### src/rtl/ctlport_pkg.sv
// Shared types for the serial control port auto-detect block.
// Assumes nothing beyond a single clock domain for all users.
package ctlport_pkg;

    // Locked protocol state; NONE until first qualifying bus activity.
    typedef enum logic [1:0] {
        CP_MODE_NONE = 2'd0,
        CP_MODE_I2C  = 2'd1,
        CP_MODE_3W   = 2'd2
    } cp_mode_e;

    // Number of shared control pins handled by the block.
    localparam int CP_NPINS = 3;

    // Bundle of the three control pins after synchronization.
    typedef struct packed {
        logic ssn;
        logic sdata;
        logic sclk;
    } cp_pins_t;

    // Idle level of every pin (pulled up when nobody drives).
    localparam cp_pins_t CP_PINS_IDLE = '{ssn: 1'b1, sdata: 1'b1, sclk: 1'b1};

endpackage

### src/rtl/ctlport_sync.sv
// Multi-stage synchronizer, one independent chain per bit.
// Assumes STAGES >= 2 and that each input bit is an asynchronous level;
// the chain resets to RESET_VAL so idle pins look idle straight after reset.
module ctlport_sync #(
    parameter int                 WIDTH     = 3,
    parameter int                 STAGES    = 2,
    parameter logic [WIDTH-1:0]   RESET_VAL = '1
) (
    input  logic             clk,
    input  logic             rst_n,
    input  logic [WIDTH-1:0] d,
    output logic [WIDTH-1:0] q
);

    localparam int LAST = STAGES - 1;

    for (genvar b = 0; b < WIDTH; b++) begin : g_bit
        logic [STAGES-1:0] chain;

        // Shift the raw bit through the flop chain.
        always_ff @(posedge clk) begin
            if (!rst_n) chain <= {STAGES{RESET_VAL[b]}};
            else        chain <= {chain[STAGES-2:0], d[b]};
        end

        assign q[b] = chain[LAST];
    end

endmodule

### src/rtl/ctlport_detect.sv
// Edge history and protocol-trigger detection on the synchronized pins.
// Keeps one previous sample of each pin; a trigger is a combinational
// flag valid in the cycle the newer sample is present.
module ctlport_detect
    import ctlport_pkg::*;
(
    input  logic     clk,
    input  logic     rst_n,
    input  cp_pins_t cur,
    output logic     start_hit,
    output logic     fall_hit
);

    cp_pins_t prev;

    // Remember last cycle's synchronized pin sample.
    always_ff @(posedge clk) begin
        if (!rst_n) prev <= CP_PINS_IDLE;
        else        prev <= cur;
    end

    logic sda_fell;
    logic scl_fell;

    // Edge flags and the two qualifying trigger patterns.
    always_comb begin
        sda_fell  = prev.sdata & ~cur.sdata;
        scl_fell  = prev.sclk  & ~cur.sclk;
        start_hit = sda_fell & cur.sclk & cur.ssn;
        fall_hit  = scl_fell & ~cur.ssn;
    end

endmodule

### src/rtl/ctlport_lock.sv
// Mode lock register: captures the first trigger after reset and then
// ignores all later triggers. Start (I2C) takes priority if both flag.
// Emits a one-cycle pulse in the cycle the mode first becomes valid.
module ctlport_lock
    import ctlport_pkg::*;
(
    input  logic     clk,
    input  logic     rst_n,
    input  logic     start_hit,
    input  logic     fall_hit,
    output cp_mode_e mode,
    output logic     lock_pulse
);

    // Latch the first qualifying trigger; only reset unlocks.
    always_ff @(posedge clk) begin
        if (!rst_n) begin
            mode       <= CP_MODE_NONE;
            lock_pulse <= 1'b0;
        end else begin
            lock_pulse <= 1'b0;
            if (mode == CP_MODE_NONE) begin
                if (start_hit) begin
                    mode       <= CP_MODE_I2C;
                    lock_pulse <= 1'b1;
                end else if (fall_hit) begin
                    mode       <= CP_MODE_3W;
                    lock_pulse <= 1'b1;
                end
            end
        end
    end

endmodule

### src/rtl/ctlport_route.sv
// Pin router: gates synchronized pins to the selected engine, picks the
// data-line driver and sets pull-up enables. Purely combinational;
// assumes mode comes from a register so outputs are glitch-free per cycle.
module ctlport_route
    import ctlport_pkg::*;
(
    input  cp_mode_e mode,
    input  cp_pins_t pins,
    input  logic     cfg_pullup_en,
    input  logic     i2c_sda_pull,
    input  logic     tw_rd_phase,
    input  logic     tw_sdata_out,
    output logic     i2c_en,
    output logic     i2c_scl,
    output logic     i2c_sda,
    output logic     tw_en,
    output logic     tw_sclk,
    output logic     tw_ssn_n,
    output logic     tw_sdata_in,
    output logic     sdata_oe,
    output logic     sdata_out,
    output logic     pu_sclk_en,
    output logic     pu_sdata_en,
    output logic     pu_ssn_en
);

    logic sel_i2c;
    logic sel_3w;

    // Decode the locked mode into per-engine selects.
    always_comb begin
        sel_i2c = (mode == CP_MODE_I2C);
        sel_3w  = (mode == CP_MODE_3W);
    end

    // Feed the I2C engine; idle-high lines when not selected.
    always_comb begin
        i2c_en  = sel_i2c;
        i2c_scl = sel_i2c ? pins.sclk  : 1'b1;
        i2c_sda = sel_i2c ? pins.sdata : 1'b1;
    end

    // Feed the 3-wire engine; deselected and quiet when not selected.
    always_comb begin
        tw_en       = sel_3w;
        tw_sclk     = sel_3w ? pins.sclk  : 1'b0;
        tw_ssn_n    = sel_3w ? pins.ssn   : 1'b1;
        tw_sdata_in = sel_3w ? pins.sdata : 1'b0;
    end

    // Data pin driver: open-drain for I2C, push-pull read data for 3-wire.
    always_comb begin
        sdata_oe  = 1'b0;
        sdata_out = 1'b0;
        if (sel_i2c) begin
            sdata_oe = i2c_sda_pull;
        end else if (sel_3w) begin
            sdata_oe  = tw_rd_phase;
            sdata_out = tw_sdata_out;
        end
    end

    // Pull-ups: clock/data from config, select pulled up unless 3-wire.
    always_comb begin
        pu_sclk_en  = cfg_pullup_en;
        pu_sdata_en = cfg_pullup_en;
        pu_ssn_en   = ~sel_3w;
    end

endmodule

### src/rtl/ctlport_autodetect.sv
// Top of the serial control port auto-detect block.
// Synchronizes the three raw pins, detects the first I2C start or
// 3-wire clock edge, locks the protocol until power-on reset and routes
// the pins to the matching engine. rst_n is the synchronous power-on reset.
module ctlport_autodetect
    import ctlport_pkg::*;
#(
    parameter int SYNC_STAGES = 2
) (
    input  logic clk,
    input  logic rst_n,
    input  logic sclk_pin,
    input  logic sdata_pin,
    input  logic ssn_pin,
    input  logic cfg_pullup_en,
    input  logic i2c_sda_pull,
    input  logic tw_rd_phase,
    input  logic tw_sdata_out,
    output logic mode_valid,
    output logic mode_is_3w,
    output logic lock_pulse,
    output logic i2c_en,
    output logic i2c_scl,
    output logic i2c_sda,
    output logic tw_en,
    output logic tw_sclk,
    output logic tw_ssn_n,
    output logic tw_sdata_in,
    output logic sdata_oe,
    output logic sdata_out,
    output logic pu_sclk_en,
    output logic pu_sdata_en,
    output logic pu_ssn_en
);

    cp_pins_t raw_pins;
    cp_pins_t sync_pins;
    logic     start_hit;
    logic     fall_hit;
    cp_mode_e mode;

    // Bundle raw pins in the package's field order.
    always_comb begin
        raw_pins.sclk  = sclk_pin;
        raw_pins.sdata = sdata_pin;
        raw_pins.ssn   = ssn_pin;
    end

    ctlport_sync #(
        .WIDTH     (CP_NPINS),
        .STAGES    (SYNC_STAGES),
        .RESET_VAL (CP_PINS_IDLE)
    ) u_sync (
        .clk   (clk),
        .rst_n (rst_n),
        .d     (raw_pins),
        .q     (sync_pins)
    );

    ctlport_detect u_detect (
        .clk       (clk),
        .rst_n     (rst_n),
        .cur       (sync_pins),
        .start_hit (start_hit),
        .fall_hit  (fall_hit)
    );

    ctlport_lock u_lock (
        .clk        (clk),
        .rst_n      (rst_n),
        .start_hit  (start_hit),
        .fall_hit   (fall_hit),
        .mode       (mode),
        .lock_pulse (lock_pulse)
    );

    ctlport_route u_route (
        .mode          (mode),
        .pins          (sync_pins),
        .cfg_pullup_en (cfg_pullup_en),
        .i2c_sda_pull  (i2c_sda_pull),
        .tw_rd_phase   (tw_rd_phase),
        .tw_sdata_out  (tw_sdata_out),
        .i2c_en        (i2c_en),
        .i2c_scl       (i2c_scl),
        .i2c_sda       (i2c_sda),
        .tw_en         (tw_en),
        .tw_sclk       (tw_sclk),
        .tw_ssn_n      (tw_ssn_n),
        .tw_sdata_in   (tw_sdata_in),
        .sdata_oe      (sdata_oe),
        .sdata_out     (sdata_out),
        .pu_sclk_en    (pu_sclk_en),
        .pu_sdata_en   (pu_sdata_en),
        .pu_ssn_en     (pu_ssn_en)
    );

    // Flatten the locked mode to status flags.
    always_comb begin
        mode_valid = (mode != CP_MODE_NONE);
        mode_is_3w = (mode == CP_MODE_3W);
    end

endmodule

### config.mk
export PLATFORM = sky130hd
export DESIGN_NAME = ctlport_autodetect
export DESIGN_NICKNAME = d
export VERILOG_FILES = /design/src/rtl/ctlport_pkg.sv /design/src/rtl/ctlport_sync.sv /design/src/rtl/ctlport_detect.sv /design/src/rtl/ctlport_lock.sv /design/src/rtl/ctlport_route.sv /design/src/rtl/ctlport_autodetect.sv
export SDC_FILE = /design/constraint.sdc
export NUM_CORES = 1
export LEC_CHECK = 0
export ABC_AREA = 1
export BUFFER_PORTS_ARGS = -buffer_cell sky130_fd_sc_hd__buf_4
export CELL_PAD_IN_SITES_DETAIL_PLACEMENT = 0
export CELL_PAD_IN_SITES_GLOBAL_PLACEMENT = 1
export CORE_UTILIZATION = 30
export CTS_BUF_LIST = sky130_fd_sc_hd__clkbuf_8
export CTS_CLUSTER_SIZE = 20
export DETAILED_ROUTE_END_ITERATION = 6
export GPL_ROUTABILITY_DRIVEN = 1
export GPL_TIMING_DRIVEN = 0
export HOLD_SLACK_MARGIN = 0.03
export PLACE_DENSITY = 0.8
export SLEW_MARGIN = 10
export SYNTH_ARGS = -nofsm -noshare
export SYNTH_HDL_FRONTEND = slang
export SYNTH_SLANG_ARGS = --single-unit
### constraint.sdc
create_clock -name clk -period 1.1 [get_ports clk]
set_clock_uncertainty 0.1 [all_clocks]
set_input_delay 0.11 -clock clk [delete_from_list [all_inputs] [get_ports clk]]
set_output_delay 0.11 -clock clk [all_outputs]
set_load 0.01 [all_outputs]
# Yosys cells after proc, flatten, opt, wreduce, memory -nomap -nowiden
# Cells that the tools add are included.
# totals
word_cells	36
out_inout_bits	15
in_bits	9
ff_bits	11
# classes
reduce_logical	5
eq_ne	2
mux	13
n_bitwise	9
# op_table
op	count
two-way mux 1 bit	11
bitwise AND 1 bit	5
two-way mux 2 bit	2
inverter 1 bit	4
AND reduction 2 bit	2
nonzero test 2 bit	2
== test 2 x 1 -> 1 bit (second input constant)	1
== test 2 bit (second input constant)	1
zero test 2 bit	1

# Longest topological paths before layout
# depth
depth_word	6
mapped_depth	5
mapped_depth_nobuf	5

# Hierarchy
# A second synthesis with hierarchy kept.
# hier_totals
hier_cells	69
area_unflattened_um2	473.0
# modules_own_cells
mod	cells_per_inst	area_each_um2	instances
ctlport_sync	21	187.7	1
ctlport_lock	13	106.4	1
ctlport_route	20	90.1	1
ctlport_detect	11	73.8	1
ctlport_autodetect	4	15.0	1

# Least setup slack after synthesis
# No wires, ideal clock.
# synth_timing
path_kind	register to output
startpoint	register u_lock.mode[1]
endpoint	output port sdata_oe
path_stages_with_launch	5
setup_slack_ns	0.116
required_ns	0.890
arrival_ns	0.774
cell_sequence	dfxtp_1 -> nand2_2 -> inv_1 -> nand2_1 -> nand2_1
# synth_between
elab_chain_len	3
word_cells_on_any_way	4
# synth_rtl
item	line	text
from (decl)	ctlport_lock.sv:11	output cp_mode_e mode,
from (signal assigned)	ctlport_lock.sv:18	mode <= CP_MODE_NONE;
from (signal assigned)	ctlport_lock.sv:24	mode <= CP_MODE_I2C;
from (signal assigned)	ctlport_lock.sv:27	mode <= CP_MODE_3W;
== test 2 bit	n/a	
named net mode_is_3w	ctlport_autodetect.sv:20	output logic mode_is_3w,
two-way mux 1 bit	ctlport_route.sv:57	end else if (sel_3w) begin
two-way mux 1 bit	ctlport_route.sv:55	if (sel_i2c) begin
to (decl)	ctlport_autodetect.sv:29	output logic sdata_oe,
# The timed path passes the listed nets, and every way through them passes these cells.

# Worst setup path after layout
# layout_timing
startpoint	register u_lock.mode[1]
endpoint	output port sdata_oe
# layout_between
elab_chain_len	3
word_cells_on_any_way	4
# layout_rtl
item	line	text
== test 2 bit	ctlport_route.sv:33	sel_3w = (mode == CP_MODE_3W);
two-way mux 1 bit	ctlport_route.sv:57	
two-way mux 1 bit *	ctlport_route.sv:55	
# Every way passes the cells marked *; elsewhere a longest branch is shown, timed or not.

==> results.json <==
{
  "crit_family": "flip-flops",
  "swShare_pct": 21.2,
  "crit_chain": "inv_2 > nand2_2 > inv_2 > nand2_1 > nand2_2 > buf_6",
  "fillerInstances": 125,
  "yosysSeqAreaShare_pct": 49.6,
  "dp.cells": 95,
  "fin_cells": 107,
  "wl_um": 959,
  "diodes": 0,
  "vias_per_cell": 4.17,
  "ios": 24,
  "status": "finished, violations left",
  "grt_antenna_before_repair": 0,
  "clock-root-buffer": "clkbuf_8",
  "period_minus_slack_ns": 1.19,
  "crit_path_max_fanout": 4,
  "syn_to_final_growth_pct": 81.1,
  "regArea_um2": 225,
  "yosys_warnings": 0,
  "r2r_slack_ns": 0.01,
  "grt_usage_pct": 12.7,
  "synth_top_area_cell": "dfxtp_1",
  "setup_viol": 11,
  "die_area_mm2": 0.00164,
  "cp.arrival_ns": 0.98,
  "r2r_start": "u_lock.mode[1]",
  "crit_path_max_incr_delay_ns": 0.35,
  "power_density_mw_per_mm2": 1150,
  "tns_ns": -0.478,
  "p_sw_w": 0.000196,
  "start_kind": "flop",
  "p_leak_nw": 0.418,
  "core_area_mm2": 0.00133,
  "cts.reportedPaths.clkPinSlew_ns": 0.05,
  "num_vias": 446,
  "pwr-share-clk_pct": 41.2,
  "maxSlewHeadroom_pct": 87.4,
  "min_from": "cfg_pullup_en",
  "finalCritPeriodShare_pct": 108,
  "synth_cell_types": 12,
  "max_freq_ghz": 0.840,
  "drv_cap": 0,
  "tightest_slew_ns": 0.189,
  "cts_buffers": 3,
  "final_cell_mix": "buf_4, nand2_1, dfxtp_1",
  "path_buf_inv": 3,
  "grt_setup_unrepaired": "yes",
  "maxSlewViolCount": 0,
  "worst_slack_ns": -0.0904,
  "multiInputGateArea_um2": 188,
  "nets": 102,
  "hold_viol_final": 0,
  "power_frac_comb_pct": 13.5,
  "final_common_cell": "buf_4",
  "slowest_stage": "dfxtp_4",
  "dr.first_iter.drc_count": 0,
  "end_kind": "output port",
  "hp-class": "primary input to output port",
  "drt_pass1_iterations": 1,
  "p_int_w": 0.000728,
  "synthesis.area_um2": 444,
  "clkLatencyLatePin_ns": 0.23,
  "tritoncts": "done",
  "vdd_drop_max_v": 0.000802,
  "detail-route-antenna-nets": 0,
  "fin_util_pct": 60.3,
  "row_count": 13,
  "grt_pass1_vias": 354,
  "die_x_um": 40.5,
  "violations": "negative setup slack",
  "dp.final_hpwl_um": 632,
  "synth_seq_cells": 11,
  "crit_path_start": "u_lock.mode[1]",
  "grt_start_max_net_pins": 8,
  "seq_power_share_pct": 45.3,
  "clkSinkCount": 11,
  "synth_cells": 58,
  "syn_nets": 67,
  "io_buffers": 22,
  "htreeDepth": 1,
  "overflow": 0,
  "wl_per_cell_um": 8.96,
  "netlist.area_leader.share_pct": 49.6,
  "critical_path_class": "flop to output port",
  "cts_buffer_depth": 2,
  "required_ns": 0.89,
  "drc": 0,
  "synthTopCellsByArea": "dfxtp_1, nand2_1, or2_1",
  "grt_pass1_wl_um": 1320,
  "die_h_um": 40.5,
  "syn_area_per_cell_um2": 7.66,
  "place.gp.congestion": 0.710,
  "drive_above_1_share_pct": 54.3,
  "initial_utilization_pct": 33.3
}
[flip-flops by register name, summed over array words and instances, names as in the netlist]
name                flops
u_sync.g_bit.chain      6
u_detect.prev           2
u_lock.mode             2
u_lock.lock_pulse       1
[cell type report]
cell class / count / area share [%]
Timing Repair Buffer: 30 / 32.0
Sequential cell: 11 / 28.0
Multi-Input combinational cell: 33 / 23.3
Inverter: 11 / 5.44
Clock buffer: 3 / 5.13
Buffer: 3 / 3.27
Tap cell: 15 / 2.33
Clock inverter: 1 / 0.467
[logic make-up after synthesis]
kind of cell / after synthesis / share of synthesized area, %
compound gates: 2 / 3.10
flops: 11 / 49.6
buf+inv: 14 / 14.4
simple gates: 31 / 33.0
[what timing repair did]
item	CTS	global route
setup endpoints to repair	10	13
setup buffers	3	1
resized for setup	15	6
pin swaps	3	3
hold buffers	4	0
hold endpoints to repair	6	0
[worst paths after layout]
kind / endpoint / cells past startpoint
worst min-delay path: pu_sdata_en / 2
worst max-delay path: sdata_oe / 6
worst max register to register: u_lock.lock_pulse / 7
worst min register to register: u_sync.g_bit[1].chain[1] / 1
[routing by layer]
metal  vias up  global-route usage (%)  wire [um]
li1        232                       -          -
met1       189                    11.3        354
met2        23                    24.6        509
met3         2                    3.33         87
met4         0                    7.50          7
met5         -                       0          0
[cells in the mapped netlist]
cell type  instances
nand2_1           15
dfxtp_1           11
inv_1              7
or2_1              6
nor2_1             5
inv_2              4
buf_4              3
nand2_2            2
nand3_1            2
a21oi_1            1
a21oi_2            1
nor2_4             1
[power by group through the flow]
stage | combinational, W | clock (W) | sequential, W
floorplan | 0.0000490 | 0 | 0.000428
global placement | 0.0000943 | 0 | 0.000428
detailed placement | 0.0000954 | 0 | 0.000428
CTS | 0.000118 | 0.000392 | 0.000418
global route | 0.000136 | 0.000427 | 0.000421
finish | 0.000124 | 0.000381 | 0.000419
[stage by stage]
step | area (um2) | hold WS (ns) | total power (W) | setup WS (ns)
2_1_floorplan | 444 | 0.0789 | 0.000477 | 0.116
3_3_place_gp | 628 | 0.192 | 0.000522 | 0.0521
3_5_place_dp | 628 | 0.195 | 0.000524 | 0.0440
4_1_cts | 778 | 0.297 | 0.000928 | -0.0881
5_1_grt | 805 | 0.308 | 0.000984 | -0.149
6_report | 805 | 0.296 | 0.000925 | -0.0904
No activity file was read; power rests on OpenSTA's default activity.
